[config.mk]
export PLATFORM = sky130hd
export DESIGN_NAME = nmi_source_ctl
export DESIGN_NICKNAME = d
export VERILOG_FILES = /design/src/rtl/nmi_src_pkg.sv /design/src/rtl/nmi_src_latch.sv /design/src/rtl/nmi_out_fsm.sv /design/src/rtl/nmi_source_ctl.sv
export SDC_FILE = /design/constraint.sdc
export NUM_CORES = 1
export LEC_CHECK = 0
export ABC_AREA = 0
export BUFFER_PORTS_ARGS = -buffer_cell sky130_fd_sc_hd__buf_2
export CAP_MARGIN = 0
export CORE_AREA = 2 2 39 41
export DETAILED_ROUTE_END_ITERATION = 16
export DIE_AREA = 0 0 41 43
export PLACE_DENSITY = 0.83
export SYNTH_ARGS = -nofsm -noshare
export SYNTH_HDL_FRONTEND = slang
export SYNTH_SLANG_ARGS = --single-unit
[constraint.sdc]
create_clock -name clk -period 2.81 [get_ports clk]
set_input_delay 0.4215 -clock clk [delete_from_list [all_inputs] [get_ports clk]]
set_output_delay 0.4215 -clock clk [all_outputs]
set_load 0.05 [all_outputs]
[src/rtl/nmi_src_pkg.sv]
package nmi_src_pkg;

    localparam int unsigned REG_W    = 8;
    localparam int unsigned NUM_SRC  = 2;
    localparam int unsigned STAT_TOP = 7;   // source i pending at bit STAT_TOP - i
    localparam int unsigned DIS_LSB  = 2;   // source i disable at bit DIS_LSB + i
    localparam int unsigned MASK_BIT = 7;

    typedef enum logic [1:0] {
        NMI_IDLE,
        NMI_ACTIVE,
        NMI_REARM
    } nmi_state_e;

    typedef enum logic {
        SRC_CLEAR,
        SRC_PENDING
    } src_state_e;

endpackage

[src/rtl/nmi_src_latch.sv]
module nmi_src_latch
    import nmi_src_pkg::*;
(
    input  logic clk,
    input  logic rst_n,
    input  logic in_n,
    input  logic dis,
    input  logic clr,
    output logic pending
);

    src_state_e state_q, state_d;
    logic       in_q;
    logic       fell;

    assign fell = in_q & ~in_n;

    always_ff @(posedge clk or negedge rst_n) begin
        if (!rst_n) begin
            state_q <= SRC_CLEAR;
            in_q    <= 1'b1;
        end else begin
            state_q <= state_d;
            in_q    <= in_n;
        end
    end

    always_comb begin
        state_d = state_q;
        unique case (state_q)
            SRC_CLEAR:   if (fell && !dis && !clr) state_d = SRC_PENDING;
            SRC_PENDING: if (dis || clr)           state_d = SRC_CLEAR;
            default:     state_d = SRC_CLEAR;
        endcase
    end

    assign pending = (state_q == SRC_PENDING);

    // an enabled falling edge captures the event
    p_capture_edge_r2: assert property (@(posedge clk) disable iff (!rst_n)
        ($past(in_n) && !in_n && !dis && !clr) |=> pending);

    // the pending bit holds until cleared
    p_sticky_r3: assert property (@(posedge clk) disable iff (!rst_n)
        (pending && !dis && !clr) |=> pending);

    // a clear strobe empties the pending bit
    p_clear_r5: assert property (@(posedge clk) disable iff (!rst_n)
        clr |=> !pending);

    // a disabled source cannot become pending
    p_disabled_quiet_r4: assert property (@(posedge clk) disable iff (!rst_n)
        (dis && !pending) |=> !pending);

endmodule

[src/rtl/nmi_out_fsm.sv]
module nmi_out_fsm
    import nmi_src_pkg::*;
#(
    parameter int unsigned LOW_GAP = 2
) (
    input  logic clk,
    input  logic rst_n,
    input  logic req,
    output logic nmi
);

    localparam int unsigned CNT_W = $clog2(LOW_GAP + 1) + 1;

    nmi_state_e       state_q, state_d;
    logic [CNT_W-1:0] gap_q;

    always_ff @(posedge clk or negedge rst_n) begin
        if (!rst_n) begin
            state_q <= NMI_IDLE;
            gap_q   <= '0;
        end else begin
            state_q <= state_d;
            if (state_q == NMI_ACTIVE && state_d == NMI_REARM)
                gap_q <= CNT_W'(LOW_GAP - 1);
            else if (state_q == NMI_REARM && gap_q != '0)
                gap_q <= gap_q - 1'b1;
        end
    end

    always_comb begin
        state_d = state_q;
        unique case (state_q)
            NMI_IDLE:   if (req)          state_d = NMI_ACTIVE;
            NMI_ACTIVE: if (!req)         state_d = NMI_REARM;
            NMI_REARM:  if (gap_q == '0)  state_d = NMI_IDLE;
            default:    state_d = NMI_IDLE;
        endcase
    end

    always_ff @(posedge clk or negedge rst_n) begin
        if (!rst_n) nmi <= 1'b0;
        else        nmi <= (state_d == NMI_ACTIVE);
    end

    // a falling output is followed by at least one more low cycle
    p_low_gap_r9: assert property (@(posedge clk) disable iff (!rst_n)
        $fell(nmi) |=> !nmi);

    // a rise is always preceded by a request
    p_rise_needs_req_r6: assert property (@(posedge clk) disable iff (!rst_n)
        $rose(nmi) |-> $past(req));

endmodule

[src/rtl/nmi_source_ctl.sv]
module nmi_source_ctl
    import nmi_src_pkg::*;
#(
    parameter int unsigned LOW_GAP = 2
) (
    input  logic             clk,
    input  logic             rst_n,
    input  logic             sys_err_n,
    input  logic             chan_chk_n,
    input  logic             reg_sel,
    input  logic             wr_en,
    input  logic [REG_W-1:0] wdata,
    output logic [REG_W-1:0] rdata,
    output logic             nmi
);

    logic [NUM_SRC-1:0] dis_q;
    logic [NUM_SRC-1:0] clr;
    logic [NUM_SRC-1:0] pending;
    logic [NUM_SRC-1:0] src_in_n;
    logic               mask_q;
    logic               req;
    logic               wr_ctl;
    logic               wr_mask;

    assign src_in_n = {chan_chk_n, sys_err_n};
    assign wr_ctl   = wr_en && !reg_sel;
    assign wr_mask  = wr_en && reg_sel;

    always_ff @(posedge clk or negedge rst_n) begin
        if (!rst_n) begin
            dis_q  <= '1;
            mask_q <= 1'b1;
        end else begin
            if (wr_ctl)  dis_q  <= wdata[DIS_LSB +: NUM_SRC];
            if (wr_mask) mask_q <= wdata[MASK_BIT];
        end
    end

    for (genvar i = 0; i < NUM_SRC; i++) begin : g_src
        assign clr[i] = wr_ctl && wdata[DIS_LSB + i];

        nmi_src_latch u_latch (
            .clk     (clk),
            .rst_n   (rst_n),
            .in_n    (src_in_n[i]),
            .dis     (dis_q[i]),
            .clr     (clr[i]),
            .pending (pending[i])
        );
    end

    assign req = |(pending & ~dis_q) && !mask_q;

    always_comb begin
        rdata = '0;
        if (reg_sel) begin
            rdata[MASK_BIT] = mask_q;
        end else begin
            for (int i = 0; i < NUM_SRC; i++) begin
                rdata[STAT_TOP - i] = pending[i];
                rdata[DIS_LSB + i]  = dis_q[i];
            end
        end
    end

    nmi_out_fsm #(.LOW_GAP(LOW_GAP)) u_out (
        .clk   (clk),
        .rst_n (rst_n),
        .req   (req),
        .nmi   (nmi)
    );

    // the mask blocks the output
    p_mask_blocks_r7: assert property (@(posedge clk) disable iff (!rst_n)
        mask_q |=> !nmi);

    // with nothing pending and enabled, the output drops
    p_drop_when_idle_r8: assert property (@(posedge clk) disable iff (!rst_n)
        !(|(pending & ~dis_q)) |=> !nmi);

endmodule

Word-level counts from Yosys, hierarchy flattened
Cells that the tools add are included.
- register bits after elaboration: 13
- logic and storage cells: 61
- add/subtract/negate cells: 1
- equality and inequality tests: 4
- multiplexer cells: 15
- bitwise logic cells: 8
- reductions and logical operators: 24
- operators with widths (cell ; number):
    1-bit logical AND ; 11
    2-bit two-way mux ; 4
    1-bit logical NOT ; 6
    1-bit two-way mux ; 6
    3-bit two-way mux ; 2
    2-bit case mux with 3 select lines ; 1
    2-bit by 1-bit equality test with 1-bit output (second input constant) ; 2
    2-bit equality test (second input constant) ; 2
    1-bit inverter ; 4
    1-bit case mux with 2 select lines ; 2
    3-bit logical NOT ; 1
    3-bit nonzero test ; 1
    3-bit by 1-bit subtractor with 3-bit output (second input constant) ; 1
    1-bit bitwise AND ; 2
    2-bit bitwise AND ; 1
    2-bit logical NOT ; 1
    1-bit logical OR ; 2
    2-bit inverter ; 1
    2-bit nonzero test ; 1
    2-bit OR reduction ; 1

Logic depth before layout (Yosys ltp)
- depth after elaboration: 9
- gate-level depth with buffers: 6
- depth with buffers taken out: 6

Cells and area by module
From an unflattened synthesis, not the netlist that was laid out.
- cells, all modules: 60
- area, all modules: 703.2 um^2
- modules (own cells, without submodules) (module ; times used ; cells an instance ; area each (um^2)):
    nmi_out_fsm ; 1 ; 28 ; 317.8
    nmi_source_ctl ; 1 ; 22 ; 232.7
    nmi_src_latch ; 2 ; 5 ; 76.3

Least setup slack after synthesis
OpenSTA, ideal clock, no wires.
- path kind: reg-to-output
- from: reg dis_q[0]
- to: out rdata[2]
- arrival time: 1.238 ns
- data required time: 2.389 ns
- path slack: 1.150 ns
- stages on the path, launching flop included: 2
- path through: dfstp_2 nor2b_1
- word-level cells in the longest chain between the ends: 1
- ends and longest elaborated chain (element ; RTL line ; text):
    start, declared ; nmi_source_ctl.sv:17 ; logic [NUM_SRC-1:0] dis_q;
    start signal, assigned ; nmi_source_ctl.sv:35 ; if (wr_ctl) dis_q <= wdata[DIS_LSB +: NUM_SRC];
    2-bit two-way mux ; nmi_source_ctl.sv:57 ; if (reg_sel) begin
    end, declared ; nmi_source_ctl.sv:13 ; output logic [REG_W-1:0] rdata,
No other way between the ends.

Final worst setup path
Same ends and word-level chain as after synthesis.

==> flow_summary.json <==
{
  "top_level_ports": 23,
  "synthesis.area_per_instance_um2": 11.40,
  "worst_skew_pair.late_latency_ns": 0.27,
  "detail_route.wl_per_cell_um": 10.57,
  "timing.clock.skew_ns": 0.004386,
  "type_of_the_setup_path_with_the_least_slack": "reg -> out",
  "static-leakage-power_nw": 0.3588,
  "path_cells": "nor2b_1, buf_2",
  "globalRouteTotalUtil_pct": 13.11,
  "min_period_ns": 1.629,
  "row_count": 14,
  "report.power.total_mw": 0.5591,
  "cap_viol_max_count": 0,
  "start_util_pct": 45.30,
  "floorplan.die_area_mm2": 0.001763,
  "antenna_left": 0,
  "setup.worst_path.end_class": "output port",
  "synthCells": 55,
  "leading_cell_types_in_the_layout_fill_and_taps_excluded": "13 x sky130_fd_sc_hd__buf_2, 8 x sky130_fd_sc_hd__dfrtp_1, 5 x sky130_fd_sc_hd__inv_1, 5 x sky130_fd_sc_hd__nor2b_1, 5 x sky130_fd_sc_hd__dfstp_2",
  "ys_seq_area_share_pct": 52.89,
  "grt.overflow.total": 0,
  "number_of_global_route_vias_before_repair": 402,
  "crit_path_top_delay_cell": "sky130_fd_sc_hd__dfstp_2",
  "die-height_um": 43,
  "antenna_found_initial": 0,
  "detailedRoute.firstPassIterationCount": 2,
  "post-cts-setup-buffers": 0,
  "clock_sink_count": 13,
  "rsz_0062_raised_after_global_routing": "no",
  "share_of_post_route_cells_with_drive_strength_above_1_pct": 39.44,
  "dpl.hpwl_um": 750.1,
  "cts.htree.levels": 1,
  "place.port_buffers": 13,
  "clock_tree_buffer_depth": 2,
  "die_w_um": 41,
  "wirelength_um": 920,
  "leading_cell_type_in_the_layout_fill_and_taps_excluded": "sky130_fd_sc_hd__buf_2",
  "power.switching_mw": 0.1944,
  "drv_slew": 0,
  "fin_crit_sh_pct": 57.98,
  "internal_power_mw": 0.3647,
  "power.combinational.fraction_pct": 33.9,
  "grt_start_max_net_pins": 14,
  "worst_ep_arrival_time_ns": 1.21,
  "cts_repair_resize_count": 0,
  "setup-violations-final": 0,
  "first_pass_grt_wire_length_mm": 1.545,
  "antenna_cells_inserted": 0,
  "count_of_endpoints_failing_hold_in_the_final_timing_report": 0,
  "critPathMaxStageDelay_ns": 0.55,
  "placeableCoreArea_mm2": 0.001384,
  "layout.nets": 88,
  "critical_path_required_ns": 2.39,
  "yosysWarningCount": 0,
  "timing.fmax_mhz": 613.8,
  "status": "finished, final reports clean",
  "tritoncts_clock_tree": "done",
  "min_path_type": "in -> async",
  "timing.critical_path.from_type": "register",
  "clk_pin_slew_worst_paths_ns": 0.07,
  "pwr_density_cell_mw_per_mm2": 777.1,
  "post_synth_instance_area_um2": 626.9,
  "post_cts_hold_buffer_count": 0,
  "critical_path.top_delay_family": "flip-flops",
  "cts_root_buf": "sky130_fd_sc_hd__clkbuf_4",
  "area_growth_pct": 14.77,
  "power.switching_fraction_pct": 34.77,
  "dr.first_iter.drc_count": 1,
  "cts_inserted_buffers": 3,
  "sum_of_negative_setup_slack_ns": 0,
  "dr_total_vias": 411,
  "gp_congestion": 0.6583,
  "synth.distinct_cells": 23,
  "post-route-drc-count": 0,
  "synth-seq-cells": 13,
  "route.detailed.vias_per_inst": 4.724,
  "worst-path-max-fanout": 4,
  "worst-path-buf-inv": 1,
  "power.share.sequential_pct": 46.6,
  "clock_power_share_pct": 19.5,
  "vdd_ir_drop_max_uv": 308.4
}
==> synthesized netlist by cell type <==
cell type	n	area, um2
sky130_fd_sc_hd__nor3b_2	1	12.51
sky130_fd_sc_hd__inv_1	5	18.77
sky130_fd_sc_hd__mux2_2	4	45.04
sky130_fd_sc_hd__a21o_1	1	7.510
sky130_fd_sc_hd__nand3b_1	1	7.510
sky130_fd_sc_hd__a211oi_1	2	15.01
sky130_fd_sc_hd__dfstp_2	5	131.4
sky130_fd_sc_hd__a21oi_1	2	10.01
sky130_fd_sc_hd__nor2b_1	5	31.28
sky130_fd_sc_hd__nand2_1	2	7.510
sky130_fd_sc_hd__o211ai_1	1	7.510
sky130_fd_sc_hd__o31ai_1	2	15.01
sky130_fd_sc_hd__a31o_1	1	8.760
sky130_fd_sc_hd__o211a_1	1	10.01
sky130_fd_sc_hd__conb_1	1	3.750
sky130_fd_sc_hd__inv_2	1	3.750
sky130_fd_sc_hd__nand2b_1	2	12.51
sky130_fd_sc_hd__or3_4	1	11.26
sky130_fd_sc_hd__nor2_1	2	7.510
sky130_fd_sc_hd__buf_4	4	30.03
sky130_fd_sc_hd__nand3_1	1	5.000
sky130_fd_sc_hd__dfrtp_1	8	200.2
sky130_fd_sc_hd__ha_1	2	25.02
==> path summary, 6_finish.rpt <==
kind	cells after the start	endpoint	slack [ns]	start
worst min register to register	1	u_out.gap_q[0]$_DFFE_PN0P_	0.51	u_out.gap_q[0]$_DFFE_PN0P_
worst max register to register	6	u_out.gap_q[2]$_DFFE_PN0P_	1.36	u_out.gap_q[0]$_DFFE_PN0P_
min in group clk	1	g_src[0].u_latch.in_q$_DFF_PN1_	0.26	sys_err_n
max in group asynchronous	1	g_src[1].u_latch.in_q$_DFF_PN1_	2.51	rst_n
worst max-delay path	2	rdata[2]	1.18	dis_q[0]$_DFFE_PN1P_
worst min-delay path	1	g_src[0].u_latch.pending$_DFF_PN0_	0.02	rst_n
==> worst register-to-register path, cell delays in order, from the launching register on <==
cell                      delay, ns
sky130_fd_sc_hd__dfrtp_1       0.36
sky130_fd_sc_hd__inv_1         0.06
sky130_fd_sc_hd__ha_1          0.19
sky130_fd_sc_hd__nor2b_1       0.15
sky130_fd_sc_hd__or3_4         0.36
sky130_fd_sc_hd__nor3b_2       0.15
sky130_fd_sc_hd__a31o_1        0.12
==> power groups by stage <==
stage / Combinational [mW] / Clock, mW / Sequential (mW)
floorplan: 0.151 / 0 / 0.265
global placement: 0.184 / 0 / 0.263
detailed placement: 0.192 / 0 / 0.265
CTS: 0.194 / 0.113 / 0.262
global route: 0.212 / 0.124 / 0.268
finish: 0.190 / 0.109 / 0.260
==> flip-flops by register name, summed over array words and instances (netlist names) <==
signal and cells:
mask_q 1, g_src.u_latch.pending 2, u_out.nmi 1, u_out.state_q 2, u_out.gap_q 3, dis_q 2, g_src.u_latch.in_q 2
==> per-stage QoR <==
stage / worst slack (ns) / utilization, % / hold WS (ns) / cells / cell area [um2]
3_5_place_dp: 1.270 / 50.09 / 0.3174 / 83 / 693.2
4_1_cts: 1.163 / 51.99 / 0.02631 / 87 / 719.4
3_3_place_gp: 1.281 / 50.09 / 0.3149 / 83 / 693.2
2_1_floorplan: 1.150 / - / 0.1259 / 58 / 638.1
5_1_grt: 1.130 / 51.99 / 0.02606 / 87 / 719.4
6_report: 1.181 / 51.99 / 0.01989 / 87 / 719.4
==> cell type report <==
class	instances	area [um2]
clock buffer	4	26.28
fill	122	664.4
inverter	6	22.52
multi-input combinational	35	254.0
sequential	13	331.6
tap	16	20.02
timing repair buffer	13	65.06
==> per-layer routing <==
metal  global-route usage [%]  wire (um)  up-vias
met5                        0          0        -
met4                    6.000          0        0
met3                    3.141         49        0
met2                    20.00        451       11
met1                    16.84        419      190
li1                         -          -      210
==> cells by family (layout without fill, tap and decap cells) <==
kind of cell | count (synthesis) | count (layout) | synth area share, %
fa+ha+maj | 2 | 2 | 3.991
buf+inv | 10 | 23 | 8.383
mux | 4 | 4 | 7.185
flops | 13 | 13 | 52.89
other cells | 1 | 4 | 0.5982
simple gates | 15 | 15 | 15.17
compound gates | 10 | 10 | 11.78
No activity file was read; power rests on OpenSTA's default activity.
